<file path="src/rtl/uart_rx_pkg.sv">
package uart_rx_pkg;

   localparam int unsigned MAX_BITS = 9;

   typedef enum logic [2:0] {
      RX_IDLE,
      RX_START,
      RX_DATA,
      RX_PAR,
      RX_STOP1,
      RX_STOP2
   } rx_state_t;

   typedef struct packed {
      logic [MAX_BITS-1:0] data;
      logic                par_err;
      logic                frm_err;
   } rx_frame_t;

   // number of data bits selected by the length code
   function automatic logic [3:0] len_bits(input logic [1:0] sel);
      case (sel)
         2'b00:   return 4'd7;
         2'b10:   return 4'd9;
         default: return 4'd8;
      endcase
   endfunction

endpackage

</file>
<file path="src/rtl/uart_rx_sync.sv">
module uart_rx_sync #(
   parameter int unsigned STAGES = 2
) (
   input  logic clk,
   input  logic rst_n,
   input  logic d,
   output logic q,
   output logic fall
);
   logic [STAGES-1:0] chain;
   logic              prev;

   generate
      for (genvar i = 0; i < STAGES; i++) begin : g_stage
         if (i == 0) begin : g_first
            always_ff @(posedge clk or negedge rst_n) begin
               if (!rst_n) chain[0] <= 1'b1;
               else        chain[0] <= d;
            end
         end else begin : g_next
            always_ff @(posedge clk or negedge rst_n) begin
               if (!rst_n) chain[i] <= 1'b1;
               else        chain[i] <= chain[i-1];
            end
         end
      end
   endgenerate

   always_ff @(posedge clk or negedge rst_n) begin
      if (!rst_n) prev <= 1'b1;
      else        prev <= chain[STAGES-1];
   end

   assign q    = chain[STAGES-1];
   assign fall = prev & ~chain[STAGES-1];
endmodule

</file>
<file path="src/rtl/uart_rx_baud.sv">
module uart_rx_baud #(
   parameter int unsigned DIV_W = 8
) (
   input  logic             clk,
   input  logic             rst_n,
   input  logic             clr,
   input  logic             src_en,
   input  logic [DIV_W-1:0] div_n,
   output logic             sub_tick
);
   logic [DIV_W-1:0] pre;
   logic             wrap;

   assign wrap     = (pre >= div_n);
   assign sub_tick = src_en & ~clr & wrap;

   always_ff @(posedge clk or negedge rst_n) begin
      if (!rst_n)      pre <= '0;
      else if (clr)    pre <= '0;
      else if (src_en) pre <= wrap ? '0 : pre + 1'b1;
   end
endmodule

</file>
<file path="src/rtl/uart_rx_frame.sv">
module uart_rx_frame
   import uart_rx_pkg::*;
#(
   parameter int unsigned OSR = 16
) (
   input  logic       clk,
   input  logic       rst_n,
   input  logic       en,
   input  logic       rx,
   input  logic       fall,
   input  logic       sub_tick,
   input  logic [1:0] len_sel,
   input  logic       par_en,
   input  logic       par_odd,
   input  logic       two_stop,
   output logic       baud_clr,
   output logic       busy,
   output logic       done,
   output rx_frame_t  frame
);
   localparam int unsigned OSR_W = $clog2(OSR);
   localparam logic [OSR_W-1:0] HALF_M1 = OSR_W'(OSR/2 - 1);
   localparam logic [OSR_W-1:0] FULL_M1 = OSR_W'(OSR - 1);

   rx_state_t            state;
   logic [OSR_W-1:0]     cnt;
   logic [3:0]           idx;
   logic [3:0]           nb;
   logic [MAX_BITS-1:0]  sh;
   logic                 par_acc;
   logic                 perr;
   logic                 ferr;
   logic                 bit_end;
   logic                 last_stop;

   assign nb        = len_bits(len_sel);
   assign bit_end   = sub_tick & (cnt == FULL_M1);
   assign last_stop = (state == RX_STOP2) | ((state == RX_STOP1) & ~two_stop);
   assign baud_clr  = (state == RX_IDLE);
   assign busy      = (state != RX_IDLE);
   assign done      = en & bit_end & last_stop;

   always_comb begin
      frame.data    = sh >> (4'd9 - nb);
      frame.par_err = perr;
      frame.frm_err = (state == RX_STOP2) ? (ferr | ~rx) : ~rx;
   end

   always_ff @(posedge clk or negedge rst_n) begin
      if (!rst_n) begin
         state   <= RX_IDLE;
         cnt     <= '0;
         idx     <= '0;
         sh      <= '0;
         par_acc <= 1'b0;
         perr    <= 1'b0;
         ferr    <= 1'b0;
      end else if (!en) begin
         state <= RX_IDLE;
      end else begin
         case (state)
            RX_IDLE: begin
               if (fall) begin
                  state <= RX_START;
                  cnt   <= '0;
               end
            end
            RX_START: begin
               if (sub_tick) begin
                  if (cnt == HALF_M1) begin
                     cnt <= '0;
                     if (!rx) begin
                        state   <= RX_DATA;
                        idx     <= '0;
                        par_acc <= 1'b0;
                        perr    <= 1'b0;
                        ferr    <= 1'b0;
                     end else begin
                        state <= RX_IDLE;
                     end
                  end else begin
                     cnt <= cnt + 1'b1;
                  end
               end
            end
            default: begin
               if (sub_tick) begin
                  if (cnt != FULL_M1) begin
                     cnt <= cnt + 1'b1;
                  end else begin
                     cnt <= '0;
                     case (state)
                        RX_DATA: begin
                           sh      <= {rx, sh[MAX_BITS-1:1]};
                           par_acc <= par_acc ^ rx;
                           if (idx == nb - 4'd1)
                              state <= par_en ? RX_PAR : RX_STOP1;
                           else
                              idx <= idx + 4'd1;
                        end
                        RX_PAR: begin
                           perr  <= par_acc ^ rx ^ par_odd;
                           state <= RX_STOP1;
                        end
                        RX_STOP1: begin
                           ferr  <= ~rx;
                           state <= two_stop ? RX_STOP2 : RX_IDLE;
                        end
                        default: state <= RX_IDLE;
                     endcase
                  end
               end
            end
         endcase
      end
   end
endmodule

</file>
<file path="src/rtl/uart_sleep_rx.sv">
module uart_sleep_rx
   import uart_rx_pkg::*;
#(
   parameter int unsigned DIV_W       = 8,
   parameter int unsigned OSR         = 16,
   parameter int unsigned SYNC_STAGES = 2
) (
   input  logic             clk,
   input  logic             rst_n,
   input  logic             src_en,
   input  logic [DIV_W-1:0] div_n,
   input  logic [1:0]       len_sel,
   input  logic             par_en,
   input  logic             par_odd,
   input  logic             two_stop,
   input  logic             sleep_en,
   input  logic             rts_en,
   input  logic             rx_en,
   input  logic             rxd,
   input  logic             rd_strobe,
   output logic [8:0]       rbuf,
   output logic             ri,
   output logic             oer,
   output logic             fer,
   output logic             per,
   output logic             sum,
   output logic             rts,
   output logic             rx_irq
);
   generate
      if (DIV_W < 1) begin : g_bad_div
         $error("uart_sleep_rx: DIV_W must be at least 1");
      end
      if (OSR < 4 || (OSR % 2) != 0) begin : g_bad_osr
         $error("uart_sleep_rx: OSR must be even and at least 4");
      end
      if (SYNC_STAGES < 2) begin : g_bad_sync
         $error("uart_sleep_rx: SYNC_STAGES must be at least 2");
      end
   endgenerate

   logic      rx_s;
   logic      rx_fall;
   logic      sub_tick;
   logic      baud_clr;
   logic      busy;
   logic      done;
   rx_frame_t frame;
   logic [3:0] nb;
   logic      top_bit;
   logic      xfer;
   logic      new_oer;

   uart_rx_sync #(.STAGES(SYNC_STAGES)) u_sync (
      .clk   (clk),
      .rst_n (rst_n),
      .d     (rxd),
      .q     (rx_s),
      .fall  (rx_fall)
   );

   uart_rx_baud #(.DIV_W(DIV_W)) u_baud (
      .clk      (clk),
      .rst_n    (rst_n),
      .clr      (baud_clr),
      .src_en   (src_en),
      .div_n    (div_n),
      .sub_tick (sub_tick)
   );

   uart_rx_frame #(.OSR(OSR)) u_frame (
      .clk      (clk),
      .rst_n    (rst_n),
      .en       (rx_en),
      .rx       (rx_s),
      .fall     (rx_fall),
      .sub_tick (sub_tick),
      .len_sel  (len_sel),
      .par_en   (par_en),
      .par_odd  (par_odd),
      .two_stop (two_stop),
      .baud_clr (baud_clr),
      .busy     (busy),
      .done     (done),
      .frame    (frame)
   );

   assign nb      = len_bits(len_sel);
   assign top_bit = frame.data[nb - 4'd1];
   assign xfer    = done & ~(sleep_en & ~top_bit);
   assign new_oer = ri;

   always_ff @(posedge clk or negedge rst_n) begin
      if (!rst_n) begin
         rbuf   <= '0;
         ri     <= 1'b0;
         oer    <= 1'b0;
         fer    <= 1'b0;
         per    <= 1'b0;
         sum    <= 1'b0;
         rx_irq <= 1'b0;
      end else begin
         rx_irq <= 1'b0;
         if (xfer) begin
            rbuf   <= frame.data;
            ri     <= 1'b1;
            oer    <= new_oer;
            fer    <= frame.frm_err;
            per    <= frame.par_err;
            sum    <= new_oer | frame.frm_err | frame.par_err;
            rx_irq <= ~ri;
         end else if (rd_strobe || !rx_en) begin
            ri  <= 1'b0;
            oer <= 1'b0;
            fer <= 1'b0;
            sum <= 1'b0;
         end
      end
   end

   assign rts = rts_en ? (~rx_en | busy) : 1'b1;
endmodule

</file>
<file path="config.mk">
export PLATFORM = sky130hd
export DESIGN_NAME = uart_sleep_rx
export DESIGN_NICKNAME = d
export VERILOG_FILES = /design/src/rtl/uart_rx_pkg.sv /design/src/rtl/uart_rx_sync.sv /design/src/rtl/uart_rx_baud.sv /design/src/rtl/uart_rx_frame.sv /design/src/rtl/uart_sleep_rx.sv
export SDC_FILE = /design/constraint.sdc
export NUM_CORES = 1
export LEC_CHECK = 0
export BUFFER_PORTS_ARGS = -buffer_cell sky130_fd_sc_hd__buf_2
export CORE_AREA = 5 5 83 85
export CTS_BUF_LIST = sky130_fd_sc_hd__clkbuf_4 sky130_fd_sc_hd__clkbuf_8
export DETAILED_ROUTE_END_ITERATION = 10
export DIE_AREA = 0 0 88 90
export MAX_ROUTING_LAYER = met4
export PLACE_DENSITY = 0.65
export SLEW_MARGIN = 30
export SYNTH_ARGS = -nofsm -noshare
export SYNTH_HDL_FRONTEND = slang
export SYNTH_SLANG_ARGS = --single-unit
</file>
<file path="constraint.sdc">
create_clock -name clk -period 5.8 [get_ports clk]
set_input_delay 0.58 -clock clk [delete_from_list [all_inputs] [get_ports clk]]
set_output_delay 0.58 -clock clk [all_outputs]
set_load 0.01 [all_outputs]
</file>
==> flow_summary.rst, run 1 <==
.. list-table::
   :header-rows: 1

   * - Metric
     - Value
   * - Setup TNS after final layout
     - 0 ns
   * - Final setup violation count
     - 0
   * - Number of levels in the clock H-tree
     - 2
   * - Critical path data arrival time
     - 2.87 ns
   * - Wire length reported by the detailed router
     - 5650 um
   * - GR Layer Usage met2
     - 22.8%
   * - R2R Setup Slk
     - 3.13 ns
   * - Routed WL per cell
     - 14.2 um
   * - Synthesized flop and latch total
     - 49
   * - Number of placement rows
     - 29
   * - Most common cell after layout, fill and taps aside
     - dfrtp_1
   * - Status
     - finished, final reports clean
   * - Final hold violation count
     - 0
   * - Length of the first detailed-routing pass in iterations
     - 5
   * - Total of hold buffers inserted after clock tree synthesis
     - 0
   * - Switching Share
     - 30.4%
   * - Remaining Overflow, GRT
     - 0
   * - Cell types with the largest area share after synthesis
     - dfrtp_1, ha_1, nand2_1
   * - PostCTS Resize Cnt
     - 0
   * - Worst endpoint required time
     - 6.01 ns
   * - Largest clock skew in the final design
     - 0.00893 ns
   * - Global-route track usage on met1
     - 21.8%
   * - Count of clock tree sinks
     - 49
   * - Maximum frequency from static timing analysis
     - 375 MHz
   * - Initial Utilization
     - 46.6%
   * - Pin count of the biggest net entering global routing
     - 50
   * - Sum of internal, switching and leakage power
     - 0.696 mW
   * - Max-slew violation count
     - 0
   * - Kind of end point of the critical path
     - flop
   * - Clock group share of total power
     - 30.8%
   * - Critical Setup Path Class
     - flop to flop
   * - Worst Max-Slew Pin Slew
     - 0.631 ns
   * - Max-Cap Viols
     - 0
   * - Number of global-route vias before repair
     - 2021
   * - Sequential group share of total power
     - 53.9%
   * - Layer with the highest usage after global routing
     - met2
   * - Post-Syn Area
     - 2860 um2
   * - Cells after synthesis
     - 288
   * - Root cell of the clock tree
     - clkbuf_8
   * - Switching component of the power
     - 0.212 mW
   * - Number of flops mapped to enable cells by yosys
     - 0
   * - Post-detailed-route count of antenna-violating nets
     - 0
   * - Vias after detailed routing
     - 2189
   * - Final min period
     - 2.67 ns
   * - Wire length of the first global-routing pass
     - 9660 um
   * - CTS Buffer Depth
     - 2
   * - Post-synthesis area per instance
     - 9.93 um2
   * - Core Box Area
     - 6130 um2
   * - Worst hold slack across all endpoints
     - 0.349 ns
   * - Core utilization of the finished layout
     - 51.9%
   * - Placer Congestion
     - 0.790
   * - TritonCTS clock tree
     - built
   * - Final Cycle Share
     - 46.0%
   * - Overall track demand over capacity in global routing
     - 15.4%
   * - Max-slew headroom
     - 58.0%
   * - IR drop worst, VDD
     - 0.000137 V
   * - Crit-path max FO
     - 11
   * - Most used DFF post-synth
     - dfrtp_1
   * - Die extent in x
     - 88 um
   * - Nets@finish
     - 353
   * - Growth of design area from synthesis to finish
     - 11.3%
   * - Power Internal
     - 0.484 mW
   * - Commonest cells after routing, fill and taps aside
     - dfrtp_1, buf_2, nand2_1, o21ai_0, nor2_1
   * - Sequential fraction of the synthesis area
     - 43.0%
   * - Antenna violations before repair
     - 0
   * - Power per Cell Area
     - 219 nW/um2
   * - Synth area leader
     - dfrtp_1
   * - Drt via density
     - 5.49
   * - Syn. warnings
     - 0
   * - Clock latency on the worst-skew pair
     - 0.31 ns
   * - GRT met3 Usage
     - 2.74%
   * - Yosys top cell area share
     - 40.2%
   * - Leakage component of the power
     - 1.60 nW
   * - Total nets after synthesis
     - 320
   * - Startpoint Class
     - flop
   * - I/O pin cnt
     - 37
   * - DRC violation count after routing
     - 0
   * - Proportion of register bits with asynchronous set or reset after synthesis
     - 100%
   * - Setup repair after global routing missed its margin
     - no
   * - Combinational share of power
     - 15.3%
   * - Total of buffers placed on input and output ports
     - 36
   * - Number of distinct standard cells referenced by the synthesized netlist
     - 57
   * - Die H
     - 90 um
   * - Clock-pin transition on the worst setup and hold timing paths
     - 0.10 ns
   * - Initial drt markers
     - 99
   * - Total clock buffers created by CTS
     - 5
   * - Full die area
     - 7920 um2
   * - Postcts setup bufs
     - 0
   * - Ratio of cells with drive above 1 in the final layout
     - 23.3%
   * - Kind of path behind the tightest hold check
     - input port to asynchronous set/reset pin
   * - ANT cells
     - 0
   * - DP Wirelength
     - 4120 um
-- cells in the mapped netlist (4+ instances only) --
| library cell | number |
|---|---|
| o21ai_1 | 5 |
| nand2_1 | 33 |
| nor3b_1 | 4 |
| mux2_2 | 7 |
| nor3_1 | 4 |
| buf_2 | 4 |
| inv_1 | 17 |
| nand3_1 | 8 |
| o21ai_0 | 24 |
| and3_1 | 4 |
| nand2b_1 | 6 |
| nor2_1 | 18 |
| a21oi_1 | 8 |
| clkbuf_1 | 7 |
| ha_1 | 11 |
| mux2i_1 | 10 |
| a21o_1 | 5 |
| mux2_4 | 7 |
| nand4_1 | 6 |
| dfrtp_1 | 46 |
| mux2_1 | 6 |
-- through the flow --
step,setup WS [ns],instance area (um2),instances
floorplan,3.18,2860,288
global placement,2.96,3080,390
detailed placement,2.91,3080,390
CTS,3.08,3170,398
global route,2.96,3180,399
finish,3.13,3180,399
-- state kept, by name (all words and copies together) (netlist names) --
register         count
fer                  1
oer                  1
per                  1
rbuf                 9
ri                   1
rx_irq               1
sum                  1
u_baud.pre           8
u_frame.cnt          4
u_frame.ferr         1
u_frame.idx          4
u_frame.par_acc      1
u_frame.perr         1
u_frame.sh           9
u_frame.state        3
u_sync.chain         1
u_sync.prev          1
u_sync.q             1
-- per-layer routing --
metal	part of all wire, %	wire length [um]
met1	50	2800
met2	45	2530
met3	4.6	259
met4	1.0	58
met5	0	0
-- power by group through the flow --
stage	Combinational [mW]	Sequential, mW	Clock, mW
global route	0.121	0.379	0.237
detailed placement	0.108	0.382	0
global placement	0.105	0.382	0
CTS	0.108	0.375	0.220
floorplan	0.0895	0.369	0
finish	0.106	0.376	0.214
-- kinds of logic (layout without fill, tap and decap cells) --
logic type	count (synthesis)	after routing	share of synthesized area, %
AO/OA/AOI/OAI	62	62	14.5
buffers and inverters	29	63	4.55
flip-flops	49	49	43.0
XOR/XNOR	5	5	1.53
multiplexers	30	30	12.3
adder cells (fa/ha/maj)	11	11	4.81
AND/OR/NAND/NOR	102	102	19.3
-- worst paths after layout --
| check | startpoint | end | cells past startpoint |
|---|---|---|---|
| max reg2reg | u_baud.pre[0] | u_frame.sh[3] | 8 |
| min | rst_n | u_frame.state[0] | 2 |
| min reg2reg | u_sync.chain[0] | u_sync.q | 0 |
| max in group asynchronous | rst_n | u_frame.cnt[0] | 2 |
| min in group clk | u_sync.chain[0] | u_sync.q | 0 |
| max | u_baud.pre[0] | u_frame.sh[3] | 8 |
-- critical path: stages, from the launching register on --
cell      delay (ns)
dfrtp_1         0.41
inv_1           0.07
ha_1            0.26
nand2b_1        0.14
a2111o_1        0.43
a311o_1         0.44
nand4_1         0.21
or2_4           0.26
mux2_1          0.34
-- final cells by class --
| cell class | count | area [um2] |
|---|---|---|
| Timing Repair Buffer | 38 | 199 |
| Clock inverter | 3 | 25.0 |
| Inverter | 17 | 63.8 |
| Sequential cell | 49 | 1230 |
| Clock buffer | 5 | 68.8 |
| Multi-Input combinational cell | 210 | 1500 |
| Tap cell | 77 | 96.3 |
| Fill cell | 576 | 2950 |
Note: power is estimated with default switching activity, not from simulation.
==> run 2, diff against run 1 <==
- clock period: 5.8 -> 2.7 ns (I/O delays scaled with it)
==> run 2 against run 1 <==
Net effect: register-to-register slack worse by 3.0 ns; clock-buffer cell count unchanged; final cell count up 2.5%; via count up 1.8%; hold slack worse by 0.29 ns; final area up 2.2%; utilization up 1.1 points; maximum frequency up 5.2%; global-route usage up 1.4 points; flip-flop and latch count unchanged; largest cell class unchanged.
==> flow_summary.rst, run 2 (synthesis results as in run 1) <==
.. list-table::
   :header-rows: 1

   * - Metric
     - Value
   * - Core Box Area
     - 6130 um2
   * - Kind of end point of the critical path
     - flop
   * - Die H
     - 90 um
   * - Pin count of the biggest net entering global routing
     - 31
   * - Root cell of the clock tree
     - clkbuf_8
   * - DRC violation count after routing
     - 0
   * - Ratio of cells with drive above 1 in the final layout
     - 25.3%
   * - Registers with the most flip-flops
     - rbuf: 9 flops, u_frame.sh: 9 flops, u_baud.pre: 8 flops
   * - Critical Setup Path Class
     - flop to flop
   * - Placer Congestion
     - 0.804
   * - Worst hold slack across all endpoints
     - 0.0551 ns
   * - Overall track demand over capacity in global routing
     - 16.9%
   * - Die extent in x
     - 88 um
   * - Post-detailed-route count of antenna-violating nets
     - 0
   * - Drt via density
     - 5.45
   * - Max-Cap Viols
     - 0
   * - Total clock buffers created by CTS
     - 5
   * - IR drop worst, VDD
     - 0.000219 V
   * - Largest clock skew in the final design
     - 0.00451 ns
   * - Antenna violations before repair
     - 0
   * - Postcts setup bufs
     - 0
   * - ANT cells
     - 0
   * - Most common cell after layout, fill and taps aside
     - dfrtp_1
   * - Setup repair after global routing missed its margin
     - no
   * - Wire length of the first global-routing pass
     - 10600 um
   * - Worst Max-Slew Pin Slew
     - 0.560 ns
   * - Slowest Stage Delay on Critical Path
     - 0.45 ns
   * - Clock-pin transition on the worst setup and hold timing paths
     - 0.10 ns
   * - Final setup violation count
     - 0
   * - Kind of path behind the tightest hold check
     - input port to flop
   * - Maximum frequency from static timing analysis
     - 394 MHz
   * - Number of placement rows
     - 29
   * - R2R Setup Slk
     - 0.16 ns
   * - Startpoint Class
     - flop
   * - Worst endpoint required time
     - 2.89 ns
   * - Commonest cells after routing, fill and taps aside
     - dfrtp_1, buf_2, nand2_1, o21ai_0, nor2_1
   * - DP Wirelength
     - 4470 um
   * - Count of clock tree sinks
     - 49
   * - Cell family with most CP delay
     - compound AO/OA/AOI/OAI gates
   * - Critical path data arrival time
     - 2.73 ns
   * - Number of levels in the clock H-tree
     - 2
   * - Initial Utilization
     - 46.6%
   * - Length of the first detailed-routing pass in iterations
     - 4
   * - Area of the multi-input gates
     - 1510 um2
   * - Fill cell instance count of the final layout
     - 573
   * - Critical Path Slowest Stage Cell
     - a2111o_1
   * - TritonCTS clock tree
     - built
   * - Register area
     - 1230 um2
   * - CTS Buffer Depth
     - 2
   * - Max-slew violation count
     - 0
   * - Count of buffer and inverter cells on the critical path
     - 1
   * - Total of buffers placed on input and output ports
     - 36
   * - Initial drt markers
     - 84
   * - Growth of design area from synthesis to finish
     - 13.7%
   * - Final min period
     - 2.54 ns
   * - Status
     - finished, final reports clean
   * - Full die area
     - 7920 um2
   * - Final Cycle Share
     - 93.9%
   * - Nets@finish
     - 363
   * - Cell chain of the critical path
     - inv_1 -> ha_1 -> nand2b_1 -> a2111o_1 -> a311o_1 -> nand4_1 -> or2_4 -> mux2_1
   * - Leakage component of the power
     - 1.65 nW
   * - Remaining Overflow, GRT
     - 0
   * - Setup TNS after final layout
     - 0 ns
   * - Max-slew headroom
     - 62.7%
   * - Number of global-route vias before repair
     - 2218
   * - Final hold violation count
     - 0
   * - Power per Cell Area
     - 464 nW/um2
   * - Vias after detailed routing
     - 2229
   * - PostCTS Resize Cnt
     - 0
   * - Crit-path max FO
     - 6
   * - I/O pin cnt
     - 37
   * - Wire length reported by the detailed router
     - 6000 um
   * - Clock latency on the worst-skew pair
     - 0.30 ns
   * - Routed WL per cell
     - 14.7 um
==> run 2: cell count changes in the layout (fill, tap and decap cells not counted), sizes merged <==
| cell | before | now |
|---|---|---|
| buf | 38 | 46 |
| dlygate4sd3 | 0 | 1 |
| or2 | 2 | 3 |
==> run 2: power breakdown <==
part           switching (mW)  leakage [nW]  internal, mW
Combinational           0.157         0.938         0.111
Clock                   0.262        0.0445         0.184
Sequential             0.0340         0.663         0.761
==> run 2: final cells by class <==
class / count / area share (%)
multi-input cells: 211 / 46.3
well taps: 77 / 2.96
flip-flops and latches: 49 / 37.8
clock inverters: 3 / 0.654
repair buffers: 47 / 8.16
inverters: 17 / 1.96
clock buffers: 5 / 2.12
==> run 2: repair_timing <==
action                     4_1_cts  5_1_grt
hold endpoints to repair        19        0
setup endpoints to repair        0        1
hold buffers                     1        0
==> run 2: final timing paths <==
check | from | end | cells past startpoint
min in group asynchronous | rst_n | u_frame.cnt[2] | 2
worst min-delay path | rxd | u_sync.chain[0] | 1
worst min register to register | u_sync.chain[0] | u_sync.q | 0
worst max register to register | u_baud.pre[0] | u_frame.sh[3] | 8
worst max-delay path | u_baud.pre[0] | u_frame.sh[3] | 8
max in group asynchronous | rst_n | u_sync.q | 3
==> run 2: metal layers <==
metal  vias up  GRT usage, %  wire length, um
met3         4          4.20              287
li1       1114             -                -
met1      1072          23.1             2910
met5         -             -                0
met4         0          4.48               40
met2        39          24.9             2760
==> run 2: worst reg2reg max path, delay by kind of cell (launching register included) <==
kind,cells,cell delay [ns]
buffers and inverters,1,0.06
and+or+nand+nor,3,0.58
DFF,1,0.40
muxes,1,0.33
adders and majority gates,1,0.26
AOI/OAI and AO/OA,2,0.82
==> run 2: through the flow <==
step	instance area, um2	instances	util, %	power [mW]	setup WS, ns
3_5_place_dp	3140	398	51.2	1.08	0.154
5_1_grt	3250	409	53.0	1.60	0.00370
6_report	3250	409	53.0	1.51	0.164
4_1_cts	3240	407	52.8	1.53	0.133
3_3_place_gp	3140	398	51.2	1.07	0.217
2_1_floorplan	2860	288	-	0.984	0.253
